[config.mk]
export PLATFORM = sky130hd
export DESIGN_NAME = dedup_cache_store
export DESIGN_NICKNAME = d
export VERILOG_FILES = /design/src/rtl/ddc_pkg.sv /design/src/rtl/ddc_value_table.sv /design/src/rtl/ddc_line_array.sv /design/src/rtl/ddc_write_ctrl.sv /design/src/rtl/dedup_cache_store.sv
export SDC_FILE = /design/constraint.sdc
export NUM_CORES = 1
export LEC_CHECK = 0
export ABC_CLOCK_PERIOD_IN_PS = 5700
export BUFFER_PORTS_ARGS = -buffer_cell sky130_fd_sc_hd__buf_4
export CAP_MARGIN = 20
export CORE_MARGIN = 3
export CORE_UTILIZATION = 53
export DETAILED_ROUTE_END_ITERATION = 12
export GPL_TIMING_DRIVEN = 1
export MAX_ROUTING_LAYER = met4
export PLACE_DENSITY_LB_ADDON = 0.1
export SYNTH_ARGS = -nofsm -noshare
export SYNTH_HDL_FRONTEND = slang
export SYNTH_SLANG_ARGS = --single-unit
[constraint.sdc]
create_clock -name clk -period 5.7 [get_ports clk]
set_clock_uncertainty 0.2 [all_clocks]
set_input_delay 0.285 -clock clk [delete_from_list [all_inputs] [get_ports clk]]
set_output_delay 0.285 -clock clk [all_outputs]
set_load 0.1 [all_outputs]
[src/rtl/ddc_pkg.sv]
package ddc_pkg;
    typedef enum logic [1:0] {
        ST_IDLE    = 2'd0,
        ST_COMPARE = 2'd1,
        ST_COMMIT  = 2'd2
    } wr_state_t;
endpackage

[src/rtl/ddc_value_table.sv]
module ddc_value_table #(
    parameter int DATA_W = 32,
    parameter int SLOTS  = 8,
    parameter int LINES  = 16
) (
    input  logic                     clk,
    input  logic                     rst_n,
    input  logic [DATA_W-1:0]        cmp_data,
    output logic                     hit,
    output logic [$clog2(SLOTS)-1:0] hit_idx,
    output logic                     free_any,
    output logic [$clog2(SLOTS)-1:0] free_idx,
    input  logic [$clog2(SLOTS)-1:0] rd_idx,
    output logic [DATA_W-1:0]        rd_val,
    input  logic                     alloc_en,
    input  logic [$clog2(SLOTS)-1:0] alloc_idx,
    input  logic [DATA_W-1:0]        alloc_data,
    input  logic                     inc_en,
    input  logic [$clog2(SLOTS)-1:0] inc_idx,
    input  logic                     dec_en,
    input  logic [$clog2(SLOTS)-1:0] dec_idx
);
    localparam int IDX_W = $clog2(SLOTS);
    localparam int CNT_W = $clog2(LINES + 1);

    logic [DATA_W-1:0] val_q [SLOTS];
    logic [CNT_W-1:0]  cnt_q [SLOTS];
    logic [SLOTS-1:0]  match_vec;
    logic [SLOTS-1:0]  free_vec;

    for (genvar g = 0; g < SLOTS; g++) begin : g_slot
        assign match_vec[g] = (cnt_q[g] != '0) && (val_q[g] == cmp_data);
        assign free_vec[g]  = (cnt_q[g] == '0);
    end

    always_comb begin
        hit_idx  = '0;
        free_idx = '0;
        for (int i = SLOTS - 1; i >= 0; i--) begin
            if (match_vec[i]) hit_idx  = IDX_W'(i);
            if (free_vec[i])  free_idx = IDX_W'(i);
        end
    end

    assign hit      = |match_vec;
    assign free_any = |free_vec;
    assign rd_val   = val_q[rd_idx];

    always_ff @(posedge clk or negedge rst_n) begin
        if (!rst_n) begin
            for (int i = 0; i < SLOTS; i++) begin
                val_q[i] <= '0;
                cnt_q[i] <= '0;
            end
        end else begin
            for (int i = 0; i < SLOTS; i++) begin
                if (alloc_en && alloc_idx == IDX_W'(i))
                    val_q[i] <= alloc_data;
                cnt_q[i] <= cnt_q[i]
                          + CNT_W'(inc_en && inc_idx == IDX_W'(i))
                          - CNT_W'(dec_en && dec_idx == IDX_W'(i));
            end
        end
    end

    // a live word lives in at most one slot
    assert_single_copy_R1: assert property (@(posedge clk) disable iff (!rst_n)
        $onehot0(match_vec));
    // a release never targets an unreferenced slot
    assert_no_underflow_R4: assert property (@(posedge clk) disable iff (!rst_n)
        dec_en |-> cnt_q[dec_idx] != '0);
    // allocation only into a free slot
    assert_alloc_free_R3: assert property (@(posedge clk) disable iff (!rst_n)
        alloc_en |-> cnt_q[alloc_idx] == '0);
    assert_no_overflow_R1: assert property (@(posedge clk) disable iff (!rst_n)
        (inc_en && !(dec_en && dec_idx == inc_idx)) |-> cnt_q[inc_idx] != CNT_W'(LINES));
endmodule

[src/rtl/ddc_line_array.sv]
module ddc_line_array #(
    parameter int LINES   = 16,
    parameter int FIELD_W = 4
) (
    input  logic                     clk,
    input  logic                     rst_n,
    input  logic                     wr_en,
    input  logic [$clog2(LINES)-1:0] wr_idx,
    input  logic                     wr_inl,
    input  logic [FIELD_W-1:0]       wr_fld,
    input  logic                     clr_en,
    input  logic [$clog2(LINES)-1:0] clr_idx,
    input  logic [$clog2(LINES)-1:0] a_idx,
    output logic                     a_valid,
    output logic                     a_inl,
    output logic [FIELD_W-1:0]       a_fld,
    input  logic [$clog2(LINES)-1:0] b_idx,
    output logic                     b_valid,
    output logic                     b_inl,
    output logic [FIELD_W-1:0]       b_fld
);
    logic               valid_q [LINES];
    logic               inl_q   [LINES];
    logic [FIELD_W-1:0] fld_q   [LINES];

    always_ff @(posedge clk or negedge rst_n) begin
        if (!rst_n) begin
            for (int i = 0; i < LINES; i++) begin
                valid_q[i] <= 1'b0;
                inl_q[i]   <= 1'b0;
                fld_q[i]   <= '0;
            end
        end else begin
            if (wr_en) begin
                valid_q[wr_idx] <= 1'b1;
                inl_q[wr_idx]   <= wr_inl;
                fld_q[wr_idx]   <= wr_fld;
            end
            if (clr_en)
                valid_q[clr_idx] <= 1'b0;
        end
    end

    assign a_valid = valid_q[a_idx];
    assign a_inl   = inl_q[a_idx];
    assign a_fld   = fld_q[a_idx];
    assign b_valid = valid_q[b_idx];
    assign b_inl   = inl_q[b_idx];
    assign b_fld   = fld_q[b_idx];

    // a commit and an evict never update the array together
    assert_one_update_R10: assert property (@(posedge clk) disable iff (!rst_n)
        !(wr_en && clr_en));
endmodule

[src/rtl/ddc_write_ctrl.sv]
module ddc_write_ctrl
    import ddc_pkg::*;
(
    input  logic clk,
    input  logic rst_n,
    input  logic start,
    input  logic ok,
    output logic busy,
    output logic accept,
    output logic do_compare,
    output logic commit_ok,
    output logic done,
    output logic stall
);
    wr_state_t state_q, state_d;

    always_ff @(posedge clk or negedge rst_n) begin
        if (!rst_n) state_q <= ST_IDLE;
        else        state_q <= state_d;
    end

    always_comb begin
        state_d = state_q;
        unique case (state_q)
            ST_IDLE:    if (start) state_d = ST_COMPARE;
            ST_COMPARE: state_d = ST_COMMIT;
            ST_COMMIT:  state_d = ST_IDLE;
            default:    state_d = ST_IDLE;
        endcase
    end

    always_comb begin
        busy       = 1'b0;
        accept     = 1'b0;
        do_compare = 1'b0;
        commit_ok  = 1'b0;
        done       = 1'b0;
        stall      = 1'b0;
        unique case (state_q)
            ST_IDLE:    accept = start;
            ST_COMPARE: begin busy = 1'b1; do_compare = 1'b1; end
            ST_COMMIT:  begin
                busy      = 1'b1;
                commit_ok = ok;
                done      = ok;
                stall     = !ok;
            end
            default: ;
        endcase
    end

    // fixed sequence
    assert_compare_then_commit_R5: assert property (@(posedge clk) disable iff (!rst_n)
        state_q == ST_COMPARE |=> state_q == ST_COMMIT);
    assert_commit_then_idle_R5: assert property (@(posedge clk) disable iff (!rst_n)
        state_q == ST_COMMIT |=> state_q == ST_IDLE);
endmodule

[src/rtl/dedup_cache_store.sv]
module dedup_cache_store #(
    parameter int DATA_W   = 32,
    parameter int LINES    = 16,
    parameter int SLOTS    = 8,
    parameter int NARROW_W = 4
) (
    input  logic                     clk,
    input  logic                     rst_n,
    input  logic                     wr_en,
    input  logic [$clog2(LINES)-1:0] wr_line,
    input  logic [DATA_W-1:0]        wr_data,
    output logic                     wr_busy,
    output logic                     wr_done,
    output logic                     wr_stall,
    input  logic                     ev_en,
    input  logic [$clog2(LINES)-1:0] ev_line,
    input  logic [$clog2(LINES)-1:0] rd_line,
    output logic                     rd_hit,
    output logic [DATA_W-1:0]        rd_data
);
    localparam int LINE_W  = $clog2(LINES);
    localparam int IDX_W   = $clog2(SLOTS);
    localparam int FIELD_W = (NARROW_W > IDX_W) ? NARROW_W : IDX_W;
    localparam int EXT_W   = DATA_W - NARROW_W;

    // request and lookup registers
    logic [LINE_W-1:0] req_line;
    logic [DATA_W-1:0] req_data;
    logic              req_narrow;
    logic              c_hit, c_free;
    logic [IDX_W-1:0]  c_hit_idx, c_free_idx;

    logic accept, do_compare, commit_ok, ok;
    logic ev_fire;

    logic              vt_hit, vt_free;
    logic [IDX_W-1:0]  vt_hit_idx, vt_free_idx;
    logic [DATA_W-1:0] vt_rd_val;

    logic               a_valid, a_inl, b_valid, b_inl;
    logic [FIELD_W-1:0] a_fld, b_fld;
    logic [LINE_W-1:0]  a_idx;

    logic               line_we;
    logic [FIELD_W-1:0] line_fld;
    logic               dec_en, inc_en, alloc_en;
    logic [IDX_W-1:0]   use_idx;

    logic in_narrow;
    assign in_narrow = (wr_data[DATA_W-1:NARROW_W-1] == '0)
                    || (wr_data[DATA_W-1:NARROW_W-1] == '1);

    ddc_write_ctrl u_ctrl (
        .clk(clk), .rst_n(rst_n), .start(wr_en), .ok(ok),
        .busy(wr_busy), .accept(accept), .do_compare(do_compare),
        .commit_ok(commit_ok), .done(wr_done), .stall(wr_stall)
    );

    always_ff @(posedge clk or negedge rst_n) begin
        if (!rst_n) begin
            req_line   <= '0;
            req_data   <= '0;
            req_narrow <= 1'b0;
            c_hit      <= 1'b0;
            c_free     <= 1'b0;
            c_hit_idx  <= '0;
            c_free_idx <= '0;
        end else begin
            if (accept) begin
                req_line   <= wr_line;
                req_data   <= wr_data;
                req_narrow <= in_narrow;
            end
            if (do_compare) begin
                c_hit      <= vt_hit;
                c_free     <= vt_free;
                c_hit_idx  <= vt_hit_idx;
                c_free_idx <= vt_free_idx;
            end
        end
    end

    assign ok       = req_narrow || c_hit || c_free;
    assign use_idx  = c_hit ? c_hit_idx : c_free_idx;
    assign line_we  = commit_ok;
    assign line_fld = req_narrow ? FIELD_W'(req_data[NARROW_W-1:0]) : FIELD_W'(use_idx);
    assign inc_en   = commit_ok && !req_narrow;
    assign alloc_en = commit_ok && !req_narrow && !c_hit;

    assign ev_fire  = !wr_busy && !wr_en && ev_en;
    assign a_idx    = wr_busy ? req_line : ev_line;
    assign dec_en   = (commit_ok || ev_fire) && a_valid && !a_inl;

    ddc_value_table #(.DATA_W(DATA_W), .SLOTS(SLOTS), .LINES(LINES)) u_table (
        .clk(clk), .rst_n(rst_n),
        .cmp_data(req_data), .hit(vt_hit), .hit_idx(vt_hit_idx),
        .free_any(vt_free), .free_idx(vt_free_idx),
        .rd_idx(IDX_W'(b_fld)), .rd_val(vt_rd_val),
        .alloc_en(alloc_en), .alloc_idx(use_idx), .alloc_data(req_data),
        .inc_en(inc_en), .inc_idx(use_idx),
        .dec_en(dec_en), .dec_idx(IDX_W'(a_fld))
    );

    ddc_line_array #(.LINES(LINES), .FIELD_W(FIELD_W)) u_lines (
        .clk(clk), .rst_n(rst_n),
        .wr_en(line_we), .wr_idx(req_line), .wr_inl(req_narrow), .wr_fld(line_fld),
        .clr_en(ev_fire), .clr_idx(ev_line),
        .a_idx(a_idx), .a_valid(a_valid), .a_inl(a_inl), .a_fld(a_fld),
        .b_idx(rd_line), .b_valid(b_valid), .b_inl(b_inl), .b_fld(b_fld)
    );

    // registered read: one cycle for inline and table-resident words
    always_ff @(posedge clk or negedge rst_n) begin
        if (!rst_n) begin
            rd_hit  <= 1'b0;
            rd_data <= '0;
        end else begin
            rd_hit <= b_valid;
            if (!b_valid)
                rd_data <= '0;
            else if (b_inl)
                rd_data <= {{EXT_W{b_fld[NARROW_W-1]}}, b_fld[NARROW_W-1:0]};
            else
                rd_data <= vt_rd_val;
        end
    end

    // busy lasts two cycles once raised
    assert_busy_two_cycles_R5: assert property (@(posedge clk) disable iff (!rst_n)
        $rose(wr_busy) |=> wr_busy);
    // a refused write touches no line
    assert_stall_no_write_R3: assert property (@(posedge clk) disable iff (!rst_n)
        wr_stall |-> !line_we && !inc_en && !dec_en);
endmodule

* Word level (Yosys, flattened, before mapping)
Index checks and enable logic that the tools add are counted.
Word-level totals: register bits after elaboration 472, bits in latches 0, bits in writable memories 0, memory bits (read-only) 0, input bits 48, output and inout bits 36, logic and storage cells 263, memories kept 0
Cells by class: $add $sub $neg 16, multipliers 0, div/mod/pow operators 0, order comparisons 7, eq/ne operators 26, shift operators 0, mux-type cells 59, bitwise logic cells 8, reductions and logical operators 73
Operator list (count):
- == test 32 bit | 8
- two-way mux 32 bit | 4
- binary-select mux 32 bit (select 3 bit) | 1
- bitwise mux 64 bit | 1
- two-way mux 3 bit | 19
- adder 5 x 1 -> 5 bit | 8
- logical AND 1 bit | 40
- logical NOT 5 bit | 8
- nonzero test 5 bit | 8
- subtractor 5 x 1 -> 5 bit | 8
- binary-select mux 4 bit (select 4 bit) | 2
- two-way mux 16 bit | 2
- == test 29 bit (second input constant) | 1
- logical NOT 29 bit | 1
- == test 3 bit (second input constant) | 8
- greater-or-equal comparator 5 bit (second input constant) | 4
- two-way mux 4 bit | 5
- NOT 4 -> 5 bit | 4
- AND 16 bit | 1
- binary-select mux 1 bit (select 4 bit) | 4
- bitwise mux 16 bit | 1
- demux 4 bit (select 4 bit) | 1
- NOT 16 bit | 1
- bitwise OR 16 bit | 1
- 18 further kinds | 48

* Longest topological paths before layout
Gate-level depths: netlist of run 1.
depth in word-level cells 12, depth in mapped cells 23, gate-level depth less buffers 19

* Hierarchy
From an unflattened synthesis of run 1, not the netlist that was laid out.
Second synthesis, totals: cell total of the unflattened synthesis 1935, area, all modules 25862.3 µm²
By module, submodules not included:
- ddc_value_table | times used 1, cells an instance 1323, area each 17239.0 µm²
- ddc_line_array | times used 1, cells an instance 354, area each 5136.2 µm²
- dedup_cache_store | times used 1, cells an instance 243, area each 3308.2 µm²
- ddc_write_ctrl | times used 1, cells an instance 15, area each 178.9 µm²

* Worst setup path before layout of run 1
OpenSTA, ideal clock, no wires.
path type reg-to-reg, start point register u_ctrl.state_q[0], end point register u_table.cnt_q[34] (netlist name), arrival 4.693 ns, required time 5.377 ns, setup slack 0.684 ns, cell stages (with the launch flop) 20, clock period less this slack 5.016 ns, cell sequence dfrtp_1 > inv_1 > ha_1 > buf_2 > mux2i_2 > buf_2 > buf_4 > mux2i_1 > mux4_2 > mux2_2 > nand2_1 > nor2_1 > ha_1 > inv_1 > ha_1 > fa_1 > a21oi_1 > nor2_1 > nor2_1 > xnor2_1
Between the ends: cells in the longest elaborated chain, start to end 12, elaborated cells between the ends (all ways) 29
RTL lines:
- start: declaration | RTL line ddc_write_ctrl.sv:15 | wr_state_t state_q, state_d;
- start signal: assignment | RTL line ddc_write_ctrl.sv:19 | else state_q <= state_d;
- == test 2 bit or == test 2 x 1 -> 1 bit (tied branches) | RTL line ddc_write_ctrl.sv:39 | unique case (state_q)
- OR reduction 2 bit (no line) *
- two-way mux 1 bit * | RTL line ddc_write_ctrl.sv:39
- named net wr_busy | RTL line dedup_cache_store.sv:12 | output logic wr_busy,
- branches (longest 7 deep; another with NOT 4 -> 5 bit)
- logical AND 1 bit * | RTL line ddc_value_table.sv:61 | - CNT_W'(dec_en && dec_idx == IDX_W'(i));
- subtractor 5 x 1 -> 5 bit * | RTL line ddc_value_table.sv:61
- end signal: indexed assignment | RTL line ddc_value_table.sv:59 | cnt_q[i] <= cnt_q[i]
- end: declaration | RTL line ddc_value_table.sv:27 | logic [CNT_W-1:0] cnt_q [SLOTS];
Mark *: on every way through the listed nets, which the timed path passes. The select of a mux whose other input is x is not followed. A chain may end at the register's enable or synchronous reset.

* Final worst setup path of run 1
start point register u_ctrl.state_q[0], end point register u_table.cnt_q[4] (netlist name)
Between the ends: cells in the longest elaborated chain, start to end 12, elaborated cells between the ends (all ways) 29
RTL lines (RTL line):
- branches (longest 11 deep; another with NOT 4 -> 5 bit)
- subtractor 5 x 1 -> 5 bit * | ddc_value_table.sv:61
Mark *: on every way between the ends. The select of a mux whose other input is x is not followed.

==> results of run 1 <==
-- cells in the final DEF, fill, tap and decap left out, types with 8 or more instances in the layout --
| master | synthesis | layout |
|---|---|---|
| nand2_1 | 241 | 232 |
| dfrtp_1 | 472 | 472 |
| clkbuf_8 | 0 | 14 |
| nand4_1 | 40 | 40 |
| ha_1 | 53 | 53 |
| inv_1 | 79 | 79 |
| nor3_1 | 22 | 20 |
| xnor2_1 | 148 | 148 |
| a21oi_1 | 31 | 31 |
| nand3_1 | 86 | 86 |
| nor2b_1 | 11 | 10 |
| mux2i_1 | 67 | 66 |
| buf_4 | 5 | 110 |
| mux2_2 | 365 | 364 |
| nor4_1 | 38 | 37 |
| nor2_1 | 71 | 71 |
| nand2b_1 | 13 | 13 |
| clkbuf_1 | 114 | 11 |
| clkbuf_16 | 0 | 55 |
| clkinv_2 | 0 | 9 |
| o21ai_0 | 20 | 20 |
| xor2_1 | 140 | 140 |
| dlygate4sd3_1 | 0 | 48 |
| nand2_2 | 0 | 9 |
| mux4_2 | 32 | 32 |
| a32oi_1 | 31 | 31 |
| and4_1 | 28 | 28 |
| fa_1 | 8 | 8 |
| a21o_1 | 9 | 9 |
-- logic make-up after synthesis --
logic type	Yosys count
AND/OR/NAND/NOR	588
flip-flops	472
AO/OA/AOI/OAI	131
multiplexers	466
buffers and inverters	240
XOR/XNOR	288
adder cells (fa/ha/maj)	61
-- cell type report --
type / instances / share of cell area (%)
clock buffers: 80 / 5.58
well taps: 607 / 2.63
flip-flops and latches: 472 / 40.9
diodes: 1 / 0.00867
clock inverters: 15 / 0.564
multi-input cells: 1534 / 44.2
repair buffers: 165 / 5.00
inverters: 79 / 1.03
-- per-layer routing --
layer  routed length (um)  track usage (%)  up-vias
met5                    0                -        -
met2                36300             49.7      545
met3                 3810             3.76      150
li1                     -                -     7934
met1                32100             41.0     9318
met4                 4190             15.6        0
-- power by group through the flow --
stage | clock, mW | sequential (mW) | combinational, mW
4_1_cts | 3.55 | 4.77 | 4.82
3_3_place_gp | 0 | 4.80 | 4.70
3_5_place_dp | 0 | 4.83 | 4.73
2_1_floorplan | 0 | 4.95 | 2.98
6_report | 3.49 | 4.79 | 4.83
5_1_grt | 3.68 | 4.87 | 5.11
-- how the worst max path moves through the flow --
stage	start	endpoint	slack (ps)	depth (start not counted)
6_report	u_ctrl.state_q[0]	u_table.cnt_q[4]	990	19
5_1_grt	u_ctrl.state_q[0]	u_table.cnt_q[4]	670	20
4_1_cts	u_ctrl.state_q[0]	u_table.cnt_q[4]	930	20
3_5_place_dp	u_ctrl.state_q[0]	u_table.cnt_q[4]	970	20
3_3_place_gp	u_ctrl.state_q[0]	u_table.cnt_q[4]	1080	19
2_1_floorplan	u_ctrl.state_q[0]	u_table.cnt_q[34]	680	19
-- state kept, by name, indices dropped and copies added, names as in the netlist --
name and count:
u_lines.fld_q 64, c_hit 1, u_lines.valid_q 16, c_free_idx 3
u_table.cnt_q 40, req_narrow 1, c_free 1, u_table.val_q 256
u_ctrl.state_q 2, rd_hit 1, req_data 32, c_hit_idx 3
req_line 4, rd_data 32, u_lines.inl_q 16
-- critical path: stages (launching register included) --
cell and delay, ps:
dfrtp_1 370, inv_1 90, ha_1 490, mux2_2 540, or3b_2 510, a311o_1 330, a311oi_1 230, buf_4 180
nand2_1 90, nor2_1 190, ha_1 250, inv_1 50, ha_1 150, inv_1 60, fa_1 430, inv_1 80
a21oi_1 60, nor2_1 90, nor2_1 50, xnor2_1 110
-- cells in the mapped netlist (13+ instances only) --
| master | count |
|---|---|
| nand2_1 | 241 |
| nand4_1 | 40 |
| nor4_1 | 38 |
| nor2_1 | 71 |
| buf_1 | 19 |
| nand2b_1 | 13 |
| clkbuf_1 | 114 |
| a32oi_1 | 31 |
| xor2_1 | 140 |
| a21oi_1 | 31 |
| o21ai_0 | 20 |
| xnor2_1 | 148 |
| dfrtp_1 | 472 |
| mux2i_1 | 67 |
| mux4_2 | 32 |
| nand3_1 | 86 |
| mux2_2 | 365 |
| nor3_1 | 22 |
| and4_1 | 28 |
| ha_1 | 53 |
| inv_1 | 79 |
| buf_2 | 21 |
-- metrics by stage --
stage	power [mW]	hold slack, ps
2_1_floorplan	7.93	-211
6_report	13.1	65.6
3_5_place_dp	9.55	107
3_3_place_gp	9.50	113
5_1_grt	13.7	110
4_1_cts	13.1	61.5
==> results.cfg, run 1 <==
[clock_network]
h-tree-depth = 2
hold_buffers = 48
cts_setup_buffers = 0
path_clk_slew_ps = 60
clock-root-buffer = clkbuf_16
cts.sinks = 472
cts_resized = 0
cts_buffers = 53
cts_tree = built
clock_path_buffers = 3
insertion_delay_ps = 610

[timing]
setup_violations = 0
finalHoldViolations = 0
fin_crit_sh_pct = 82.7
clock.fmax_ghz = 0.212
period_needed_ps = 4710
final.setup.tns_ps = 0
slew_headroom_pct = 23.6
fin_ws_ps = 988
tightest_slew_ps = 1140
slew_violations = 0
rsz0062_at_grt = false

[drt]
num_vias = 17900
avgViaCountPerCell = 6.08
ant_nets = 0
dr.pass1.iters = 5
dr.first_iter.drc_count = 1407
drc = 0
wl_per_cell_um = 25.9
wl_um = 76400

[min_path]
hold_path.class = input pin to asynchronous set/reset pin

[place]
dp_cells = 2808
place.gp.congestion = 0.928
numPortBuffers = 83
place_ws_ps = 972
placed_cell_area_um2 = 26600
dp_hpwl_um = 52000

[floorplanning]
die-area_um2 = 50700
start_util_pct = 54.1
coreArea_um2 = 47100
io_pins = 84
num_rows = 79
dieWidth_um = 225
dieHeight_um = 225

[power_and_ir_drop]
internal_power_mw = 7.71
p_sw_share_pct = 41.1
p_comb_share_pct = 36.8
power_leakage_nw = 13.3
power_density_nw_per_um2 = 454
ir_worst_vdd_mv = 0.286
power_switching_mw = 5.39
clkPwrFrac_pct = 26.6
p_seq_share_pct = 36.5

[critical_path]
required_ps = 5970
worst-r2r-setup-slack_ps = 990
r2r_cells = 19
r2r-start = u_ctrl.state_q[0]
cp_max_fo = 16
arrival_ps = 4990
endpoint_kind = flip-flop
startpoint_type = flip-flop
reg2reg_to = u_table.cnt_q[4]
worst-setup-path-type = flip-flop to flip-flop

[yosys]
ys_types = 58
synthSimpleGateAreaFrac_pct = 11.4
synth_top_area_cell = dfrtp_1
synth_xor_xnor_area_share_pct = 9.91
ys_ff_latch = 472
ys_seq_area_share_pct = 46.4
synth_compound_area_share_pct = 3.63
synth_area_um2 = 25500
syn_inst = 2246
syn_avg_cell_area_um2 = 11.3
syn-num-nets = 2355
synth_edf_count = 0
synth_flop_cell = dfrtp_1
synth_top_family_by_area = multiplexers
ys_warn_count = 0
synthAdderAreaFrac_pct = 3.23
ys_async_sr_fraction_pct = 100
yosys-top-cells-area = dfrtp_1, mux2_2, xnor2_1, xor2_1, nand2_1
synth_top_cell_area_share_pct = 46.4
synth_mux_area_share_pct = 21.7

[global_routing]
grt_usage_pct = 31.6
antenna_found_initial = 2
grt_pass1_vias = 18400
grt_max_degree = 164
grt_pass1_wl_um = 117000
overflow = 0

[finish]
area.sequential_um2 = 11800
utilization_pct = 61.3
multi_input_area_um2 = 12800
area_delta_synth_final_pct = 13.3
final_cells = 2953
finalNetCount = 2414
nFillCells = 3839
drive_above_1_share_pct = 26.7
final_area_um2 = 28800

[run_status]
status = complete, no violations

[job]
drv_cap = 0
(Power assumes the default switching activity.)
==> run 2, diff against run 1 <==
--- a/config.mk
+++ b/config.mk
@@ -5,7 +5,8 @@
 export SDC_FILE = /design/constraint.sdc
 export NUM_CORES = 1
 export LEC_CHECK = 0
-export ABC_CLOCK_PERIOD_IN_PS = 5700
+export ABC_AREA = 1
+export ABC_CLOCK_PERIOD_IN_PS = 4390
 export BUFFER_PORTS_ARGS = -buffer_cell sky130_fd_sc_hd__buf_4
 export CAP_MARGIN = 20
 export CORE_MARGIN = 3
==> constraint.sdc (replaced) <==
create_clock -name clk -period 4.39 [get_ports clk]
set_clock_uncertainty 0.2 [all_clocks]
set_input_delay 0.2195 -clock clk [delete_from_list [all_inputs] [get_ports clk]]
set_output_delay 0.2195 -clock clk [all_outputs]
set_load 0.1 [all_outputs]
==> results.cfg, run 2 <==
[timing]
setup_violations = 0
period_needed_ps = 4030
slew_violations = 0
finalHoldViolations = 0
final.setup.tns_ps = 0
rsz0062_at_grt = false
slew_headroom_pct = 36.1
fin_ws_ps = 356
tightest_slew_ps = 958
whs_ps = 93.2
clock.fmax_ghz = 0.248
fin_crit_sh_pct = 91.9

[yosys]
syn-num-nets = 3523
ys_warn_count = 0
synth_common_cells = nand2_1, dfrtp_1, inv_1, o21ai_0, nor2_1
ys_async_sr_fraction_pct = 100
syn_avg_cell_area_um2 = 7.71
synth_top_cell_area_share_pct = 44.9
ys_ff_latch = 472
synth_top_area_cell = dfrtp_1
yosysMostFrequentCell = nand2_1
syn_inst = 3414
ys_seq_area_share_pct = 44.9
synth_edf_count = 0
synth_area_um2 = 26300
yosys-top-cells-area = dfrtp_1, nand2_1, o21ai_0, inv_1, nor2_1
ys_types = 50
synth_flop_cell = dfrtp_1

[floorplanning]
io_pins = 84
num_rows = 81
dieWidth_um = 229
dieHeight_um = 229
die-area_um2 = 52400
coreArea_um2 = 49100
start_util_pct = 53.7

[critical_path]
critPathLaunch = u_ctrl.state_q[0]
endpoint_kind = flip-flop
startpoint_type = flip-flop
required_ps = 4670
r2r-start = u_ctrl.state_q[0]
reg2reg_to = u_table.cnt_q[4]
arrival_ps = 4310
worst-setup-path-type = flip-flop to flip-flop
worst-r2r-setup-slack_ps = 360
r2r_cells = 21
crit_path_end = u_table.cnt_q[4]
cp_max_fo = 12

[finish]
regMostFlops = u_table.val_q
drive_above_1_share_pct = 8.40
mostFrequentLayoutCells = nand2_1, dfrtp_1, inv_1
reg_top3 = u_table.val_q: 256 flops, u_lines.fld_q: 64 flops, u_table.cnt_q: 40 flops
final_area_um2 = 29800
finalNetCount = 3596
final_common_cell = nand2_1
largest_register_ffs = 256
utilization_pct = 60.8
area_delta_synth_final_pct = 13.3
nFillCells = 4509

[place]
place_ws_ps = 24.9
placed_cell_area_um2 = 27500
numPortBuffers = 83
dp_hpwl_um = 59600
place.gp.congestion = 0.954

[drt]
dr.pass1.iters = 7
num_vias = 23800
wl_per_cell_um = 20.6
ant_nets = 0
dr.first_iter.drc_count = 2705
drc = 0
avgViaCountPerCell = 5.68
wl_um = 86300

[clock_network]
cts.sinks = 472
insertion_delay_ps = 600
h-tree-depth = 2
cts_tree = built
clock-root-buffer = clkbuf_16
clock_path_buffers = 3
path_clk_slew_ps = 60
cts_buffers = 53

[global_routing]
antenna_found_initial = 2
grt_pass1_wl_um = 133000
grt_usage_pct = 33.7
grt_pass1_vias = 22300
overflow = 0
grt_max_degree = 113

[min_path]
hold_path.class = input pin to asynchronous set/reset pin

[power_and_ir_drop]
internal_power_mw = 11.4
ir_worst_vdd_mv = 0.446
p_seq_share_pct = 34.0
power_switching_mw = 9.38
power_leakage_nw = 13.8
p_sw_share_pct = 45.0
clkPwrFrac_pct = 22.4
p_comb_share_pct = 43.6
power_density_nw_per_um2 = 698

[run_status]
status = complete, no violations

[job]
drv_cap = 0
run 2: stage by stage:
| stage | total power [mW] | cells |
|---|---|---|
| CTS | 20.7 | 4187 |
| finish | 20.8 | 4191 |
| detailed placement | 15.9 | 4047 |
| floorplan | 13.0 | 3414 |
| global route | 22.2 | 4191 |
| global placement | 15.7 | 4047 |
run 2: logic make-up after synthesis:
logic type      synth area share, %
simple gates                   20.9
compound gates                 16.6
buf+inv                        8.83
flops                          44.9
xor+xnor                       5.69
fa+ha+maj                      3.13
mux                          0.0808
run 2: critical path, stage by stage (launching register included):
cell        delay, ps
dfrtp_1           410
inv_1             170
ha_4              270
o21ai_2           230
clkinvlp_4        260
buf_4             210
nor2_1            100
o21ai_1            90
nand2_1            60
o21ai_1            60
buf_4             160
inv_1             120
nand2_1            70
nor2_1            110
ha_1              230
inv_1              70
ha_1              170
inv_1              60
fa_1              420
o21ai_0           170
a21oi_1            90
xor2_1            150
run 2: power groups by stage:
stage                     Sequential, mW  Clock, mW  Combinational (mW)
after detailed placement            7.09          0                8.81
after floorplan                     7.01          0                5.99
after global routing                7.23       4.91                10.0
after global placement              7.05          0                8.60
after CTS                           7.03       4.74                8.90
final                               7.08       4.68                9.08
run 2: worst min-delay path by stage:
stage / to / slack [ps] / depth (start not counted)
finish: u_table.cnt_q[24] / 90 / 2
global route: u_table.cnt_q[8] / 180 / 2
CTS: u_table.cnt_q[24] / 140 / 2
detailed placement: u_table.cnt_q[24] / 190 / 1
global placement: u_table.cnt_q[24] / 180 / 1
floorplan: c_free / -280 / 0
run 2: per-layer routing:
metal	routed length, um	share of wire, %	global-route usage, %
met1	38600	45	48.7
met2	37500	43	48.9
met3	7600	8.8	5.35
met4	2580	3.0	10.4
met5	0	0	-
run 2: cell type report:
type                            instances  area (um2)  area share (%)
Antenna cell                            2        5.00          0.0168
Clock buffer                           76        1550            5.20
Clock inverter                         17         246           0.826
Inverter                              383        1440            4.83
Multi-Input combinational cell       2385       12300            41.2
Sequential cell                       472       11800            39.6
Tap cell                              664         831            2.78
Timing Repair Buffer                  192        1670            5.60
run 2: repair_timing:
item	CTS	global route
hold buffers	47	0
gates resized for setup	0	8
setup buffers	0	2
endpoints found under the setup margin	0	10
hold endpoints to repair	160	0
==> run 3, diff against run 2 <==
--- a/config.mk
+++ b/config.mk
@@ -9,8 +9,9 @@
 export ABC_CLOCK_PERIOD_IN_PS = 4390
 export BUFFER_PORTS_ARGS = -buffer_cell sky130_fd_sc_hd__buf_4
 export CAP_MARGIN = 20
+export CORE_ASPECT_RATIO = 0.5
 export CORE_MARGIN = 3
-export CORE_UTILIZATION = 53
+export CORE_UTILIZATION = 45
 export DETAILED_ROUTE_END_ITERATION = 12
 export GPL_TIMING_DRIVEN = 1
 export MAX_ROUTING_LAYER = met4
==> results.cfg, run 3 (synthesis gave the netlist of run 2 again) <==
[finish]
nFillCells = 5417
largest_register_ffs = 256
regMostFlops = u_table.val_q
drive_above_1_share_pct = 7.88
final_cells = 4258
reg_top3 = u_table.val_q: 256 flops, u_lines.fld_q: 64 flops, u_table.cnt_q: 40 flops
final_area_um2 = 29600
area_delta_synth_final_pct = 12.3
final_common_cell = nand2_1
mostFrequentLayoutCells = nand2_1, dfrtp_1, inv_1
finalNetCount = 3583

[min_path]
hold_path.class = input pin to flip-flop

[clock_network]
cts_buffers = 45
path_clk_slew_ps = 70
clock-root-buffer = clkbuf_16
clock_path_buffers = 3
cts.sinks = 472
insertion_delay_ps = 580
cts_tree = built
h-tree-depth = 2

[power_and_ir_drop]
finalPower_mw = 20.1
p_comb_share_pct = 44.7
power_leakage_nw = 13.6
power_density_nw_per_um2 = 679
clkPwrFrac_pct = 20.1
ir_worst_vdd_mv = 0.390
p_seq_share_pct = 35.2
power_switching_mw = 9.21
internal_power_mw = 10.9
p_sw_share_pct = 45.8

[global_routing]
grt_pass1_vias = 21700
grt_usage_pct = 28.8
overflow = 0
grt_max_degree = 108
antenna_found_initial = 0
grt_pass1_wl_um = 132000

[floorplanning]
dieWidth_um = 348
dieHeight_um = 177
num_rows = 61
die-area_um2 = 61600
start_util_pct = 46.4
io_pins = 84
coreArea_um2 = 56700

[timing]
fin_crit_sh_pct = 92.5
period_needed_ps = 4060
setup_violations = 0
slew_headroom_pct = 27.3
clock.fmax_ghz = 0.246
final.setup.tns_ps = 0
rsz0062_at_grt = false
fin_ws_ps = 331
slew_violations = 0
finalHoldViolations = 0
tightest_slew_ps = 1090

[critical_path]
worst-setup-path-type = flip-flop to flip-flop
cp_max_fo = 13
reg2reg_to = u_table.cnt_q[9]
critPathSlowestCell = fa_1
arrival_ps = 4310
r2r_cells = 21
crit_path_frequent_cell = nor2_1
crit_path_end = u_table.cnt_q[9]
path_depth = 21
cpPeakStageDelay_ps = 410
worstPathCellList = inv_1 -> ha_4 -> o21ai_2 -> clkinvlp_4 -> o21ai_0 -> nor2_1 -> nor2_1 -> nand2_1 -> o21ai_2 -> inv_2 -> nor2_1 -> nand2_1 -> nor2_1 -> ha_1 -> inv_1 -> ha_1 -> inv_1 -> fa_1 -> o21ai_0 -> a21oi_1 -> xor2_1
endpoint_kind = flip-flop
required_ps = 4640
critPathTopFamily = adder cells
path_buf_inv = 5
critPathLaunch = u_ctrl.state_q[0]
startpoint_type = flip-flop
r2r-start = u_ctrl.state_q[0]
worst-r2r-setup-slack_ps = 330

[drt]
num_vias = 23100
ant_nets = 0
avgViaCountPerCell = 5.42
drc = 0
dr.first_iter.drc_count = 2534
wl_per_cell_um = 20.2
wl_um = 86100
dr.pass1.iters = 6

[place]
dp_cells = 4134
numPortBuffers = 83
place.gp.congestion = 0.921
placed_cell_area_um2 = 27600
dp_hpwl_um = 59700
place_ws_ps = 73.2

[run_status]
status = complete, no violations

[job]
drv_cap = 0
## run 3: cell types whose count changed in the layout (fill, tap and decap cells not counted), moves of 4 or more
cell       change
clkbuf_16      -8
o21ai_2        +4
clkbuf_8       -7
o21ai_1        -4
buf_4          -7
## run 3: worst min-delay path, delay by kind of cell
family | cells | cell delay, ps
buf+inv | 2 | 220
compound gates | 1 | 180
simple gates | 1 | 130
## run 3: worst min-delay path by stage
stage,cells past startpoint,from,end
floorplan,0,rst_n,c_free
global placement,1,rst_n,u_table.cnt_q[7]
detailed placement,1,rst_n,u_table.cnt_q[7]
CTS,4,ev_en,u_lines.valid_q[5]
global route,4,ev_en,u_lines.valid_q[5]
finish,4,ev_en,u_lines.valid_q[5]
## run 3: power by group through the flow
stage / Combinational (mW) / Clock [mW] / Sequential, mW
floorplan: 5.99 / 0 / 7.01
global placement: 8.66 / 0 / 7.09
detailed placement: 8.77 / 0 / 7.10
CTS: 8.86 / 4.10 / 7.03
global route: 9.99 / 4.29 / 7.23
finish: 8.98 / 4.04 / 7.07
## run 3: per-stage QoR
stage | hold slack, ps | utilization (%)
after floorplan | -276 | -
after global placement | 135 | 48.7
after detailed placement | 135 | 48.7
after CTS | 4.25 | 52.0
after global routing | 39.3 | 52.2
final | 27.7 | 52.2
## run 3: per-layer routing
metal / up-vias / track usage (%) / share of wire (%)
li1: 11100 / - / -
met1: 11000 / 42.4 / 48
met2: 794 / 41.4 / 42
met3: 139 / 4.93 / 7.6
met4: 0 / 6.75 / 2.4
met5: - / - / 0
## run 3: repair_timing
| action | CTS | global route |
|---|---|---|
| setup endpoints to repair | 0 | 11 |
| hold buffers | 46 | 0 |
| resized for setup | 0 | 8 |
| hold endpoints to repair | 152 | 0 |
| buffers inserted | 0 | 3 |
## run 3: final cells by class
cell class                      count  area [um2]  share of cell area (%)
Clock buffer                       61        1260                    4.25
Tap cell                          756         946                    3.20
Timing Repair Buffer              187        1660                    5.61
Sequential cell                   472       11800                    39.9
Clock inverter                     13         168                   0.567
Inverter                          383        1440                    4.87
Antenna cell                        1        2.50                 0.00846
Multi-Input combinational cell   2385       12300                    41.6
